===== src/rtl/gpio_evt_pkg.sv =====
package gpio_evt_pkg;

  typedef enum logic {
    DET_EDGE  = 1'b0,
    DET_LEVEL = 1'b1
  } det_mode_e;

  // true when a level-mode pin sits at its active level
  function automatic logic lvl_is_active(input logic lvl, input logic low_active);
    return lvl ^ low_active;
  endfunction

  // next value of a write-one-to-clear sticky flag; a new event beats a clear
  function automatic logic sticky_next(input logic cur, input logic set, input logic clr);
    return set | (cur & ~clr);
  endfunction

endpackage


===== src/rtl/gpio_evt_detect.sv =====
module gpio_evt_detect
  import gpio_evt_pkg::*;
#(
  parameter int W = 8
) (
  input  logic         clk,
  input  logic         rst,
  input  logic [W-1:0] lvl,
  input  logic [W-1:0] rise_en,
  input  logic [W-1:0] fall_en,
  input  logic [W-1:0] mode,
  input  logic [W-1:0] act_low,
  output logic [W-1:0] evt
);

  logic [W-1:0] prev_q;
  logic         armed_q;
  logic [W-1:0] edge_evt;
  logic [W-1:0] level_evt;

  always_ff @(posedge clk) begin
    if (rst) begin
      prev_q  <= '0;
      armed_q <= 1'b0;
    end else begin
      prev_q  <= lvl;
      armed_q <= 1'b1;
    end
  end

  for (genvar i = 0; i < W; i++) begin : g_pin
    logic went_up, went_down;
    assign went_up      = lvl[i] & ~prev_q[i];
    assign went_down    = ~lvl[i] & prev_q[i];
    assign edge_evt[i]  = armed_q & ((went_up & rise_en[i]) | (went_down & fall_en[i]));
    assign level_evt[i] = lvl_is_active(lvl[i], act_low[i]);
    always_comb begin
      case (det_mode_e'(mode[i]))
        DET_LEVEL: evt[i] = level_evt[i];
        default:   evt[i] = edge_evt[i];
      endcase
    end
  end

  a_r6_no_edge_after_reset: assert property (@(posedge clk) disable iff (rst)
    $past(rst) |-> (edge_evt == '0));

endmodule


===== src/rtl/gpio_evt_status.sv =====
module gpio_evt_status
  import gpio_evt_pkg::*;
#(
  parameter int W = 8
) (
  input  logic         clk,
  input  logic         rst,
  input  logic [W-1:0] set,
  input  logic [W-1:0] clr,
  output logic [W-1:0] stat_q
);

  logic [W-1:0] stat_d;

  for (genvar i = 0; i < W; i++) begin : g_bit
    assign stat_d[i] = sticky_next(stat_q[i], set[i], clr[i]);

    a_r4_clear_takes: assert property (@(posedge clk) disable iff (rst)
      (clr[i] && !set[i]) |=> !stat_q[i]);
    a_r2_flag_holds: assert property (@(posedge clk) disable iff (rst)
      (stat_q[i] && !clr[i]) |=> stat_q[i]);
  end

  always_ff @(posedge clk) begin
    if (rst) stat_q <= '0;
    else     stat_q <= stat_d;
  end

endmodule


===== src/rtl/gpio_evt_reduce.sv =====
module gpio_evt_reduce #(
  parameter int BANKS  = 2,
  parameter int BANK_W = 8,
  localparam int N     = BANKS * BANK_W
) (
  input  logic         clk,
  input  logic         rst,
  input  logic [N-1:0] stat,
  input  logic [N-1:0] en,
  output logic         any_q
);

  logic [BANKS-1:0] bank_hit;

  for (genvar b = 0; b < BANKS; b++) begin : g_bank
    assign bank_hit[b] = |(stat[b*BANK_W +: BANK_W] & en[b*BANK_W +: BANK_W]);
  end

  always_ff @(posedge clk) begin
    if (rst) any_q <= 1'b0;
    else     any_q <= |bank_hit;
  end

  a_r5_rise_follows: assert property (@(posedge clk) disable iff (rst)
    (|(stat & en)) |=> any_q);
  a_r5_fall_follows: assert property (@(posedge clk) disable iff (rst)
    !(|(stat & en)) |=> !any_q);

endmodule


===== src/rtl/gpio_evt_unit.sv =====
module gpio_evt_unit #(
  parameter int BANKS  = 2,
  parameter int BANK_W = 8
) (
  input  logic                      clk,
  input  logic                      rst,
  input  logic [BANKS*BANK_W-1:0]   pin_lvl,
  input  logic [BANKS*BANK_W-1:0]   rise_en,
  input  logic [BANKS*BANK_W-1:0]   fall_en,
  input  logic [BANKS*BANK_W-1:0]   lvl_mode,
  input  logic [BANKS*BANK_W-1:0]   act_low,
  input  logic [BANKS*BANK_W-1:0]   irq_en,
  input  logic [BANKS*BANK_W-1:0]   wake_en,
  input  logic [BANKS*BANK_W-1:0]   src_clr,
  input  logic [BANKS*BANK_W-1:0]   wake_clr,
  output logic [BANKS*BANK_W-1:0]   src_stat,
  output logic [BANKS*BANK_W-1:0]   wake_stat,
  output logic                      irq_o,
  output logic                      wake_o
);

  localparam int N = BANKS * BANK_W;

  logic [N-1:0] evt;
  logic [N-1:0] wake_set;

  for (genvar b = 0; b < BANKS; b++) begin : g_bank
    localparam int LO = b * BANK_W;

    gpio_evt_detect #(.W(BANK_W)) u_det (
      .clk     (clk),
      .rst     (rst),
      .lvl     (pin_lvl [LO +: BANK_W]),
      .rise_en (rise_en [LO +: BANK_W]),
      .fall_en (fall_en [LO +: BANK_W]),
      .mode    (lvl_mode[LO +: BANK_W]),
      .act_low (act_low [LO +: BANK_W]),
      .evt     (evt     [LO +: BANK_W])
    );

    gpio_evt_status #(.W(BANK_W)) u_src (
      .clk    (clk),
      .rst    (rst),
      .set    (evt     [LO +: BANK_W]),
      .clr    (src_clr [LO +: BANK_W]),
      .stat_q (src_stat[LO +: BANK_W])
    );

    gpio_evt_status #(.W(BANK_W)) u_wake (
      .clk    (clk),
      .rst    (rst),
      .set    (wake_set [LO +: BANK_W]),
      .clr    (wake_clr [LO +: BANK_W]),
      .stat_q (wake_stat[LO +: BANK_W])
    );
  end

  assign wake_set = evt & wake_en;

  gpio_evt_reduce #(.BANKS(BANKS), .BANK_W(BANK_W)) u_irq_or (
    .clk   (clk),
    .rst   (rst),
    .stat  (src_stat),
    .en    (irq_en),
    .any_q (irq_o)
  );

  gpio_evt_reduce #(.BANKS(BANKS), .BANK_W(BANK_W)) u_wake_or (
    .clk   (clk),
    .rst   (rst),
    .stat  (wake_stat),
    .en    (wake_en),
    .any_q (wake_o)
  );

  for (genvar i = 0; i < N; i++) begin : g_chk
    a_r3_level_refires: assert property (@(posedge clk) disable iff (rst)
      (lvl_mode[i] && (pin_lvl[i] ^ act_low[i])) |=> src_stat[i]);
    a_r7_wake_gated: assert property (@(posedge clk) disable iff (rst)
      (!wake_en[i] && !wake_stat[i]) |=> !wake_stat[i]);
    a_r9_edge_ignores_polarity: assert property (@(posedge clk) disable iff (rst)
      (!lvl_mode[i] && $stable(pin_lvl[i]) && !src_stat[i]) |=> !src_stat[i]);
  end

endmodule


===== config.mk =====
export PLATFORM = sky130hd
export DESIGN_NAME = gpio_evt_unit
export DESIGN_NICKNAME = d
export VERILOG_FILES = /design/src/rtl/gpio_evt_pkg.sv /design/src/rtl/gpio_evt_detect.sv /design/src/rtl/gpio_evt_status.sv /design/src/rtl/gpio_evt_reduce.sv /design/src/rtl/gpio_evt_unit.sv
export SDC_FILE = /design/constraint.sdc
export NUM_CORES = 1
export LEC_CHECK = 0
export BUFFER_PORTS_ARGS = -buffer_cell sky130_fd_sc_hd__buf_4
export CELL_PAD_IN_SITES_DETAIL_PLACEMENT = 1
export CELL_PAD_IN_SITES_GLOBAL_PLACEMENT = 1
export CORE_MARGIN = 10
export CORE_UTILIZATION = 27
export CTS_BUF_LIST = sky130_fd_sc_hd__clkbuf_4 sky130_fd_sc_hd__clkbuf_8 sky130_fd_sc_hd__clkbuf_16
export DETAILED_ROUTE_END_ITERATION = 7
export PLACE_DENSITY_LB_ADDON = 0.1
export SLEW_MARGIN = 10
export SYNTH_ARGS = -nofsm -noshare
export SYNTH_HDL_FRONTEND = slang
export SYNTH_SLANG_ARGS = --single-unit

===== constraint.sdc =====
create_clock -name clk -period 1.3 [get_ports clk]
set_input_delay 0.13 -clock clk [delete_from_list [all_inputs] [get_ports clk]]
set_output_delay 0.13 -clock clk [all_outputs]
set_load 0.005 [all_outputs]

Word level (Yosys, flattened, before mapping)
Index checks and enable logic that the tools add are counted.
{"block": "word_totals", "latch_bits": 0, "mem_bits_ro": 0, "mem_count": 0, "ramBits": 0, "output_inout_bits": 34, "regBits": 51}
{"block": "classes", "muxes": 17, "eq_ne": 0, "n_addsub": 0, "n_mul": 0, "reduce_logical": 2, "div": 0, "bitwise": 245, "order_cmp": 0, "shift": 0}
{"op": "AND 1 bit", "count": 112}
{"op": "NOT 1 bit", "count": 64}
{"op": "bitwise OR 1 bit", "count": 48}
{"op": "AND 8 bit", "count": 4}
{"op": "OR reduction 16 bit", "count": 2}
{"op": "two-way mux 1 bit", "count": 17}
{"op": "AND 16 bit", "count": 1}
{"op": "bitwise XOR 1 bit", "count": 16}

Depth between registers and ports, before layout
Gate-level depths: netlist of the first run.
{"block": "logic_depth", "depth_word": 8, "ltp_mapped": 5, "ltp_nobuf": 4}

By module
A second synthesis of the first run with hierarchy kept.
{"block": "unflattened", "cells_unflattened": 302, "hier_area_um2": 2947.8}
{"mod": "gpio_evt_status", "seq_area_each_um2": 160.2, "cells_each": 33, "instances": 4, "area_each_um2": 381.6}
{"mod": "gpio_evt_detect", "seq_area_each_um2": 180.2, "cells_each": 66, "instances": 2, "area_each_um2": 554.3}
{"mod": "gpio_evt_reduce", "seq_area_each_um2": 20.0, "cells_each": 11, "instances": 2, "area_each_um2": 106.4}
{"mod": "gpio_evt_unit", "seq_area_each_um2": 0.0, "cells_each": 16, "instances": 1, "area_each_um2": 100.1}

Worst setup path before layout of the first run
OpenSTA, ideal clock, no wires.
{"block": "synth_timing", "path_kind": "register -> register", "from": "register g_bank[1].u_src.stat_q[7]", "to": "register u_irq_or.any_q", "stages_incl_launch_ff": 5, "path_slack_ps": 266, "t_arrival_ps": 904, "period_less_slack_ps": 1034, "required_time_ps": 1171, "path_cell_list": "dfxtp_1 -> a22o_1 -> a221oi_1 -> and3_1 -> a31oi_1"}
{"block": "synth_via", "elab_chain_len": 2}
{"element": "from (decl)", "line": "gpio_evt_status.sv:10", "text": "output logic [W-1:0] stat_q"}
{"element": "from (signal assigned)", "line": "gpio_evt_status.sv:26", "text": "else stat_q <= stat_d;"}
{"element": "AND 8 bit", "line": "gpio_evt_reduce.sv:16", "text": "assign bank_hit[b] = |(stat[b*BANK_W +: BANK_W] & en[b*BANK_W +: BANK_W]);"}
{"element": "OR reduction 16 bit", "line": "gpio_evt_reduce.sv:21", "text": "else any_q <= |bank_hit;"}
{"element": "to (signal assigned)", "line": "gpio_evt_reduce.sv:21"}
{"element": "to (decl)", "line": "gpio_evt_reduce.sv:10", "text": "output logic any_q"}
Every way passes these cells.
A chain may end at the register's enable or synchronous reset.

Final worst setup path of the first run
{"block": "layout_timing", "from": "register g_bank[0].u_wake.stat_q[7]", "to": "register u_wake_or.any_q"}
{"block": "layout_via", "elab_chain_len": 2}
{"element": "from (decl)", "line": "gpio_evt_status.sv:10"}
{"element": "from (signal assigned)", "line": "gpio_evt_status.sv:26"}
{"element": "AND 8 bit", "line": "gpio_evt_reduce.sv:16"}
{"element": "OR reduction 16 bit", "line": "gpio_evt_reduce.sv:21"}
{"element": "to (signal assigned)", "line": "gpio_evt_reduce.sv:21"}
{"element": "to (decl)", "line": "gpio_evt_reduce.sv:10"}
Every way passes these cells.

==> flow_metrics.py, run 1 <==
metrics = {
    "grt": {
        "antenna_found_initial": 0,
        "grt_usage": 0.149,
        "grt_max_degree": 51,
        "grt_pass1_vias": 2966,
        "overflow": 0,
        "grt_pass1_wl_um": 15600,
    },
    "placement": {
        "dp_cells": 557,
        "portBuffers": 179,
        "dp_hpwl_um": 8970,
        "routabilityCongestion": 0.771,
    },
    "power": {
        "clock_power_share": 0.308,
        "p_total_uw": 3810,
        "p_leak_uw": 0.00177,
        "intPower_uw": 2850,
        "power_frac_seq": 0.457,
        "switching_share": 0.253,
        "ir_drop_uv": 575,
        "combPwrFrac": 0.234,
        "p_per_area_mw_per_mm2": 938,
        "p_sw_uw": 964,
    },
    "route": {
        "drtIter0Drc": 94,
        "drcViolationCount": 0,
        "wl_um": 10500,
        "num_vias": 2699,
        "wl_per_cell_um": 18.7,
        "ant_nets": 0,
        "drt_pass1_iterations": 4,
        "via_per_inst": 4.78,
    },
    "floorplanning": {
        "design.portCount": 180,
        "coreArea_sq_mm": 0.00876,
        "die_h_um": 115,
        "die_w_um": 115,
        "initial_core_util": 0.278,
        "rows": 34,
        "die_area_sq_mm": 0.0132,
    },
    "clocking": {
        "cts.path.max_buffers": 2,
        "ctsHtreeMaxLevel": 2,
        "cts-buffers-inserted": 5,
        "clk_latency_ns": 0.30,
        "clkSinkCount": 51,
        "cts_root_buffer": "clkbuf_8",
        "clk_pin_slew_ns": 0.10,
        "cts_hold_buf": 0,
        "cts_setup_buffers": 0,
        "cts_tree": "built",
    },
    "layout": {
        "drive_gt1_frac": 0.446,
        "insertedDiodeCount": 0,
        "syn2layout_area_growth_pct": 66.8,
        "nets": 602,
        "instances_no_fill": 565,
        "num-fill-cells": 1069,
        "final_core_util": 0.464,
    },
    "timing": {
        "tightest_slew_ns": 0.337,
        "max_freq_mhz": 837,
        "period_needed_ns": 1.19,
        "drv_slew": 0,
        "hold_viol_final": 0,
        "fin_tns_setup_ns": 0,
        "fin_crit_sh": 0.919,
        "fin_skew_ns": 0.00515,
        "setup_violations": 0,
        "hold_ws_ns": 0.0602,
        "rsz0062_at_grt": "no",
        "maxSlewHeadroom": 0.774,
    },
    "critical_path": {
        "required_ns": 1.49,
        "path_max_fanout": 3,
        "worstSetupPathType": "flip-flop to flip-flop",
        "cp_slowest_stage_delay_ns": 0.34,
        "endpoint_kind": "flip-flop",
        "cp_slowest_cell": "dfxtp_1",
        "worstPathArrival_ns": 1.39,
        "worstPathCellList": "a22o_1 > a221oi_2 > and3_1 > a31oi_1",
        "worstSetupStartpointType": "flip-flop",
    },
    "yosys": {
        "synth_warnings": 0,
        "synth_edf_count": 0,
        "ys_top_cells_by_area": "dfxtp_1, nand3b_1, a21oi_1, nand2b_1, xor2_1",
        "synth_top_area_cell": "dfxtp_1",
        "yosys_register_bits": 51,
        "synth_most_common_cell": "dfxtp_1",
        "syn_nets": 418,
        "synth.avg_cell_area_sq_um": 8.96,
        "synthesis.area_sq_mm": 0.00244,
        "synth_commonest_cells": "dfxtp_1, a21oi_1, nand3b_1, nand2b_1",
        "async_reset_ff_frac": 0,
        "synth_top_area_share": 0.419,
        "synth_top_flop_cell": "dfxtp_1",
        "ys_types": 23,
        "syn_inst": 272,
        "ys_seq_area_frac": 0.419,
    },
    "worst_hold_path": {
        "hold_path.class": "primary input to flip-flop",
    },
    "job": {
        "maxCapViolCount": 0,
    },
    "outcome": {
        "status": "completed",
    },
}
[repair_timing]
item                                   in CTS  in global routing
resized for setup                           0                  1
endpoints found under the hold margin       0                  0
setup endpoints to repair                   0                  1
[critical path: cells and delay by family, from the launching register on]
family,cells,cell delay (ns)
AOI/OAI and AO/OA,3,0.52
and+or+nand+nor,1,0.22
DFF,1,0.34
[cells in the final DEF, fill, tap and decap left out]
cell / n
nand2_1: 16
nor2b_1: 16
clkbuf_8: 6
clkinv_2: 1
inv_2: 1
and2_1: 8
and3_1: 2
a221oi_1: 4
a21oi_1: 32
nor2_1: 16
nand2b_1: 24
a22oi_1: 4
clkinv_1: 1
a221oi_2: 2
a211oi_1: 7
a211oi_2: 9
bufinv_16: 1
nand3b_1: 32
dfxtp_1: 51
buf_12: 2
o21ai_1: 16
buf_4: 182
a31oi_1: 2
a22o_1: 6
xor2_1: 16
[metrics by stage]
| step | instance area, sq um | setup slack (ns) |
|---|---|---|
| floorplan | 2440 | 0.266 |
| detailed placement | 3940 | 0.0697 |
| finish | 4070 | 0.106 |
| global placement | 3940 | 0.0975 |
| CTS | 4060 | 0.0651 |
| global route | 4070 | 0.0166 |
[cells by family (layout without fill, tap and decap cells)]
family	Yosys count	count (layout)	synth area share
XOR/XNOR	16	16	0.0575
flip-flops	51	51	0.419
AND/OR/NAND/NOR	114	114	0.276
AO/OA/AOI/OAI	82	82	0.229
buffers and inverters	9	194	0.0180
[flip-flops by register name (all words and copies together), names as in the netlist]
| signal | flops |
|---|---|
| g_bank.u_wake.stat_q | 16 |
| u_irq_or.any_q | 1 |
| u_wake_or.any_q | 1 |
| g_bank.u_src.stat_q | 16 |
| g_bank.u_det.prev_q | 16 |
| g_bank.u_det.armed_q | 1 |
[path summary, 6_finish.rpt]
| check | startpoint | end | slack [ns] | depth (start not counted) |
|---|---|---|---|---|
| max | g_bank[0].u_wake.stat_q[7]$_SDFF_PP0_ | u_wake_or.any_q$_SDFF_PP0_ | 0.11 | 4 |
| min | pin_lvl[5] | g_bank[0].u_det.prev_q[5]$_SDFF_PP0_ | 0.06 | 2 |
| max reg2reg | g_bank[0].u_wake.stat_q[7]$_SDFF_PP0_ | u_wake_or.any_q$_SDFF_PP0_ | 0.11 | 4 |
| min reg2reg | g_bank[0].u_wake.stat_q[7]$_SDFF_PP0_ | g_bank[0].u_wake.stat_q[7]$_SDFF_PP0_ | 0.47 | 2 |
[routing by layer]
metal / vias up / part of all wire / routed length (um) / global-route usage
met4: 0 / 0.015 / 153 / 0.0396
met5: - / 0 / 0 / 0
met3: 10 / 0.085 / 898 / 0.0589
li1: 1336 / - / - / -
met2: 101 / 0.51 / 5350 / 0.267
met1: 1252 / 0.39 / 4140 / 0.158
[area by class of cell]
type                            count  area (sq um)  area share
Sequential cell                    51          1020       0.251
Clock buffer                        6          82.6      0.0203
Inverter                            2          7.51     0.00185
Clock inverter                      2          35.0     0.00862
Timing Repair Buffer              184          1410       0.346
Multi-Input combinational cell    212          1380       0.339
Tap cell                          108           135      0.0332
[power by group through the flow]
stage	clock network [uW]	logic [uW]	registers (uW)
3_3_place_gp	0	894	1770
3_5_place_dp	0	910	1780
2_1_floorplan	0	297	1770
6_report	1180	894	1740
5_1_grt	1280	983	1760
4_1_cts	1220	912	1740
No activity file was read; power rests on OpenSTA's default activity.
==> run 2: changes to the inputs <==
--- a/config.mk
+++ b/config.mk
@@ -6,7 +6,7 @@
 export NUM_CORES = 1
 export LEC_CHECK = 0
 export BUFFER_PORTS_ARGS = -buffer_cell sky130_fd_sc_hd__buf_4
-export CELL_PAD_IN_SITES_DETAIL_PLACEMENT = 1
+export CELL_PAD_IN_SITES_DETAIL_PLACEMENT = 0
 export CELL_PAD_IN_SITES_GLOBAL_PLACEMENT = 1
 export CORE_MARGIN = 10
 export CORE_UTILIZATION = 27
==> run 2 against run 1 <==
Global-route usage decreased by 0.97 points; first-iteration DRC count shrank 30%; final area unchanged; utilization is the same; wire length decreased by 6.9%; via count is 3.3% lower; worst hold slack improved by 0.0083 ns; highest routed layer unchanged.
==> flow_metrics.py, run 2 (synthesized netlist as in run 1, its figures left out) <==
metrics = {
    "outcome": {
        "status": "completed",
    },
    "critical_path": {
        "r2r-end": "u_wake_or.any_q$_SDFF_PP0_",
        "rr_startpoint": "g_bank[0].u_wake.stat_q[7]$_SDFF_PP0_",
        "worstPathCellList": "a22o_1 > a221oi_2 > and3_1 > a31oi_1",
        "path_delay_family": "compound AO/OA/AOI/OAI gates",
        "path_max_fanout": 3,
        "worstPathArrival_ns": 1.37,
        "cp_slowest_cell": "dfxtp_1",
        "required_ns": 1.49,
        "crit_buf_inv": 0,
        "worstSetupPathType": "flip-flop to flip-flop",
        "endpoint_kind": "flip-flop",
        "cp_slowest_stage_delay_ns": 0.34,
        "worstSetupStartpointType": "flip-flop",
        "reg2reg_depth": 4,
        "r2r_slack_ns": 0.12,
    },
    "timing": {
        "tightest_slew_ns": 0.320,
        "hold_viol_final": 0,
        "maxSlewHeadroom": 0.785,
        "setup_violations": 0,
        "rsz0062_at_grt": "no",
        "drv_slew": 0,
        "max_freq_mhz": 848,
        "fin_ws_ns": 0.121,
        "fin_skew_ns": 0.00650,
        "period_needed_ns": 1.18,
        "fin_crit_sh": 0.907,
        "fin_tns_setup_ns": 0,
    },
    "layout": {
        "syn2layout_area_growth_pct": 66.8,
        "final_common_cell": "buf_4",
        "drive_gt1_frac": 0.446,
        "insertedDiodeCount": 0,
        "stdcell_area_sq_mm": 0.00407,
        "instances_no_fill": 565,
        "final_cell_mix": "buf_4, dfxtp_1, nand3b_1, a21oi_1, nand2b_1",
        "num-fill-cells": 898,
        "largestRegisters": "g_bank.u_det.prev_q (16), g_bank.u_src.stat_q (16), g_bank.u_wake.stat_q (16)",
        "nets": 602,
    },
    "floorplanning": {
        "die_w_um": 115,
        "rows": 34,
        "die_h_um": 115,
        "design.portCount": 180,
        "die_area_sq_mm": 0.0132,
        "initial_core_util": 0.278,
        "coreArea_sq_mm": 0.00876,
    },
    "placement": {
        "routabilityCongestion": 0.771,
        "dpl_cell_area_sq_mm": 0.00394,
        "place_ws_ns": 0.0349,
        "portBuffers": 179,
        "dp_cells": 557,
        "dp_hpwl_um": 8270,
    },
    "grt": {
        "grt_pass1_vias": 2743,
        "grt_pass1_wl_um": 14600,
        "antenna_found_initial": 0,
        "grt_usage": 0.139,
        "grt_max_degree": 51,
        "overflow": 0,
    },
    "worst_hold_path": {
        "hold_path.class": "primary input to flip-flop",
        "whs_path_depth": 3,
        "min_to": "g_bank[0].u_wake.stat_q[2]$_SDFF_PP0_",
        "hold_path_startpoint": "wake_en[2]",
    },
    "power": {
        "ir_drop_uv": 417,
        "p_per_area_mw_per_mm2": 934,
        "p_leak_uw": 0.00177,
        "p_total_uw": 3800,
    },
    "clocking": {
        "clk_pin_slew_ns": 0.10,
        "ctsHtreeMaxLevel": 2,
        "cts.path.max_buffers": 2,
        "cts-buffers-inserted": 5,
        "cts_tree": "built",
        "cts_root_buffer": "clkbuf_8",
        "cts_setup_buffers": 0,
        "clk_latency_ns": 0.30,
        "clkSinkCount": 51,
    },
    "route": {
        "ant_nets": 0,
        "drt_pass1_iterations": 4,
        "wl_per_cell_um": 17.4,
        "via_per_inst": 4.62,
        "wl_um": 9810,
        "drcViolationCount": 0,
        "num_vias": 2610,
        "drtIter0Drc": 66,
    },
    "job": {
        "maxCapViolCount": 0,
    },
}
run 2: cell counts in the layout (fill, tap and decap cells not counted):
Identical to the previous run, type by type.
run 2: report_power, final:
group / total, uW / switching, uW / internal [uW]
Combinational: 884 / 325 / 558
Sequential: 1740 / 72.8 / 1670
Clock: 1170 / 549 / 624
run 2: metrics by stage:
stage               hold WS (ns)  utilization
global placement           0.370        0.450
floorplan                  0.258            -
global route              0.0539        0.464
finish                    0.0684        0.464
detailed placement         0.380        0.450
CTS                       0.0579        0.463
run 2: worst reg2reg max path: stages, from the launching register on:
cell	delay [ns]
dfxtp_1	0.34
a22o_1	0.24
a221oi_2	0.19
and3_1	0.22
a31oi_1	0.08
run 2: layer usage:
layer / vias up / part of all wire / global-route usage
met5: - / 0 / 0
met4: 0 / 0.0096 / 0.0297
met3: 7 / 0.086 / 0.0552
met2: 98 / 0.48 / 0.233
met1: 1168 / 0.43 / 0.164
li1: 1337 / - / -
run 2: cell type report:
type                       count  area [sq um]  area share
clock inverter                 2          35.0     0.00862
inverter                       2          7.51     0.00185
sequential                    51          1020       0.251
tap                          108           135      0.0332
multi-input combinational    212          1380       0.339
clock buffer                   6          82.6      0.0203
timing repair buffer         184          1410       0.346
run 2: worst max path at each step:
stage / from / to / cells past startpoint
floorplan: g_bank[1].u_src.stat_q[7]$_SDFF_PP0_ / u_irq_or.any_q$_SDFF_PP0_ / 4
global placement: g_bank[0].u_wake.stat_q[7]$_SDFF_PP0_ / u_wake_or.any_q$_SDFF_PP0_ / 4
detailed placement: g_bank[1].u_src.stat_q[7]$_SDFF_PP0_ / u_irq_or.any_q$_SDFF_PP0_ / 4
CTS: g_bank[1].u_src.stat_q[7]$_SDFF_PP0_ / u_irq_or.any_q$_SDFF_PP0_ / 4
global route: g_bank[1].u_det.armed_q$_DFF_P_ / g_bank[0].u_wake.stat_q[6]$_SDFF_PP0_ / 5
finish: g_bank[0].u_wake.stat_q[7]$_SDFF_PP0_ / u_wake_or.any_q$_SDFF_PP0_ / 4
run 2: timing repair:
item | CTS | global route
hold buffers | 0 | 0
gates resized for setup | 0 | 1
endpoints found under the setup margin | 0 | 1
==> run 3: changes to the inputs <==
--- a/config.mk
+++ b/config.mk
@@ -6,11 +6,12 @@
 export NUM_CORES = 1
 export LEC_CHECK = 0
 export BUFFER_PORTS_ARGS = -buffer_cell sky130_fd_sc_hd__buf_4
+export CAP_MARGIN = 5
 export CELL_PAD_IN_SITES_DETAIL_PLACEMENT = 0
 export CELL_PAD_IN_SITES_GLOBAL_PLACEMENT = 1
 export CORE_MARGIN = 10
-export CORE_UTILIZATION = 27
-export CTS_BUF_LIST = sky130_fd_sc_hd__clkbuf_4 sky130_fd_sc_hd__clkbuf_8 sky130_fd_sc_hd__clkbuf_16
+export CORE_UTILIZATION = 28
+export CTS_BUF_LIST = sky130_fd_sc_hd__clkbuf_4 sky130_fd_sc_hd__clkbuf_8
 export DETAILED_ROUTE_END_ITERATION = 7
 export PLACE_DENSITY_LB_ADDON = 0.1
 export SLEW_MARGIN = 10
==> run 3 against run 2 <==
Sequential share of layout area grew 0.15 points; clock skew fell by 0.0037 ns; register-to-register slack got worse by 0.03 ns; utilization is 2.1 points higher; clock power is 9% lower; sequential power about the same; final area shrank 0.58%; critical path type unchanged.
==> flow_metrics.py, run 3 (synthesized netlist as in run 1, its figures left out) <==
metrics = {
    "outcome": {
        "status": "completed",
    },
    "layout": {
        "insertedDiodeCount": 0,
        "drive_gt1_frac": 0.444,
        "instances_no_fill": 562,
        "syn2layout_area_growth_pct": 65.9,
        "nets": 602,
        "num-fill-cells": 845,
        "final_common_cell": "buf_4",
        "final_cell_mix": "buf_4, dfxtp_1, nand3b_1, a21oi_1, nand2b_1",
        "largestRegisters": "g_bank.u_det.prev_q (16), g_bank.u_src.stat_q (16), g_bank.u_wake.stat_q (16)",
    },
    "clocking": {
        "clkSinkCount": 51,
        "cts_hold_buf": 0,
        "cts_tree": "built",
        "clk_latency_ns": 0.30,
        "cts.path.max_buffers": 2,
        "cts_resized": 0,
        "clk_pin_slew_ns": 0.09,
        "cts_setup_buffers": 0,
        "cts_root_buffer": "clkbuf_8",
        "cts-buffers-inserted": 5,
        "ctsHtreeMaxLevel": 2,
    },
    "timing": {
        "max_freq_mhz": 827,
        "setup_violations": 0,
        "drv_slew": 0,
        "fin_crit_sh": 0.930,
        "maxSlewHeadroom": 0.773,
        "hold_viol_final": 0,
        "tightest_slew_ns": 0.341,
        "fin_tns_setup_ns": 0,
        "fin_skew_ns": 0.00276,
        "period_needed_ns": 1.21,
        "hold_ws_ns": 0.0649,
        "rsz0062_at_grt": "no",
    },
    "critical_path": {
        "path_max_fanout": 3,
        "rr_startpoint": "g_bank[0].u_wake.stat_q[7]$_SDFF_PP0_",
        "worstSetupPathType": "flip-flop to flip-flop",
        "worstPathArrival_ns": 1.39,
        "r2r_slack_ns": 0.09,
        "worstSetupStartpointType": "flip-flop",
        "required_ns": 1.48,
        "endpoint_kind": "flip-flop",
        "reg2reg_depth": 4,
        "r2r-end": "u_wake_or.any_q$_SDFF_PP0_",
    },
    "floorplanning": {
        "die_w_um": 113,
        "initial_core_util": 0.292,
        "design.portCount": 180,
        "die_h_um": 113,
        "rows": 33,
        "die_area_sq_mm": 0.0128,
        "coreArea_sq_mm": 0.00834,
    },
    "route": {
        "num_vias": 2611,
        "via_per_inst": 4.65,
        "ant_nets": 0,
        "wl_um": 9710,
        "drtIter0Drc": 77,
        "drcViolationCount": 0,
        "wl_per_cell_um": 17.3,
        "drt_pass1_iterations": 4,
    },
    "worst_hold_path": {
        "hold_path_startpoint": "pin_lvl[15]",
        "whs_path_depth": 2,
        "hold_path.class": "primary input to flip-flop",
        "min_to": "g_bank[1].u_det.prev_q[7]$_SDFF_PP0_",
    },
    "power": {
        "intPower_uw": 2730,
        "p_per_area_mw_per_mm2": 910,
        "clock_power_share": 0.287,
        "combPwrFrac": 0.240,
        "power_frac_seq": 0.473,
        "switching_share": 0.258,
        "p_sw_uw": 948,
        "ir_drop_uv": 435,
        "p_leak_uw": 0.00177,
    },
    "placement": {
        "portBuffers": 179,
        "dp_cells": 554,
        "dp_hpwl_um": 8250,
        "routabilityCongestion": 0.744,
    },
    "job": {
        "maxCapViolCount": 0,
    },
    "grt": {
        "grt_pass1_wl_um": 14700,
        "grt_usage": 0.142,
        "grt_pass1_vias": 2844,
        "grt_max_degree": 27,
        "antenna_found_initial": 0,
        "overflow": 0,
    },
}
## run 3: cell types whose count changed in the layout (fill, tap and decap cells not counted), sizes merged
cell | before | now
clkbuf | 6 | 8
bufinv | 1 | 0
clkinv | 2 | 1
## run 3: how the worst max path moves through the flow
stage	from	end	slack, ns	cells after the start
after floorplan	g_bank[1].u_src.stat_q[7]$_SDFF_PP0_	u_irq_or.any_q$_SDFF_PP0_	0.27	4
after global routing	g_bank[0].u_wake.stat_q[7]$_SDFF_PP0_	u_wake_or.any_q$_SDFF_PP0_	0.03	4
after global placement	g_bank[0].u_wake.stat_q[7]$_SDFF_PP0_	u_wake_or.any_q$_SDFF_PP0_	0.10	4
after detailed placement	g_bank[0].u_wake.stat_q[7]$_SDFF_PP0_	u_wake_or.any_q$_SDFF_PP0_	0.09	4
final	g_bank[0].u_wake.stat_q[7]$_SDFF_PP0_	u_wake_or.any_q$_SDFF_PP0_	0.09	4
after CTS	g_bank[0].u_wake.stat_q[7]$_SDFF_PP0_	u_wake_or.any_q$_SDFF_PP0_	0.08	4
## run 3: worst max-delay path, stage by stage (launching register included)
cell      delay (ns)
dfxtp_1         0.34
a22o_1          0.24
a221oi_2        0.22
and3_1          0.22
a31oi_1         0.08
## run 3: per-stage QoR
stage / util / power [uW] / instance area (sq um) / setup slack, ns
6_report: 0.485 / 3680 / 4040 / 0.0911
5_1_grt: 0.485 / 3880 / 4040 / 0.0251
4_1_cts: 0.485 / 3740 / 4040 / 0.0817
3_5_place_dp: 0.472 / 2680 / 3940 / 0.0941
3_3_place_gp: 0.472 / 2670 / 3940 / 0.100
2_1_floorplan: - / 2060 / 2440 / 0.266
## run 3: cell type report
class,instances,area (sq um),area share
Tap cell,105,131,0.0325
Multi-Input combinational cell,212,1370,0.340
Inverter,2,7.51,0.00186
Timing Repair Buffer,184,1410,0.348
Sequential cell,51,1020,0.253
Clock buffer,8,104,0.0257
## run 3: power groups by stage
stage	logic, uW	registers (uW)	clock network (uW)
after global routing	967	1760	1160
after floorplan	297	1770	0
final	884	1740	1060
after CTS	901	1740	1090
after detailed placement	898	1780	0
after global placement	893	1780	0
## run 3: per-layer routing
metal | share of wire | up-vias | global-route usage | wire (um)
met1 | 0.41 | 1171 | 0.160 | 3970
met5 | 0 | - | 0 | 0
met4 | 0.0043 | 0 | 0.0305 | 42
met2 | 0.49 | 96 | 0.246 | 4780
met3 | 0.094 | 4 | 0.0576 | 915
li1 | - | 1340 | - | -
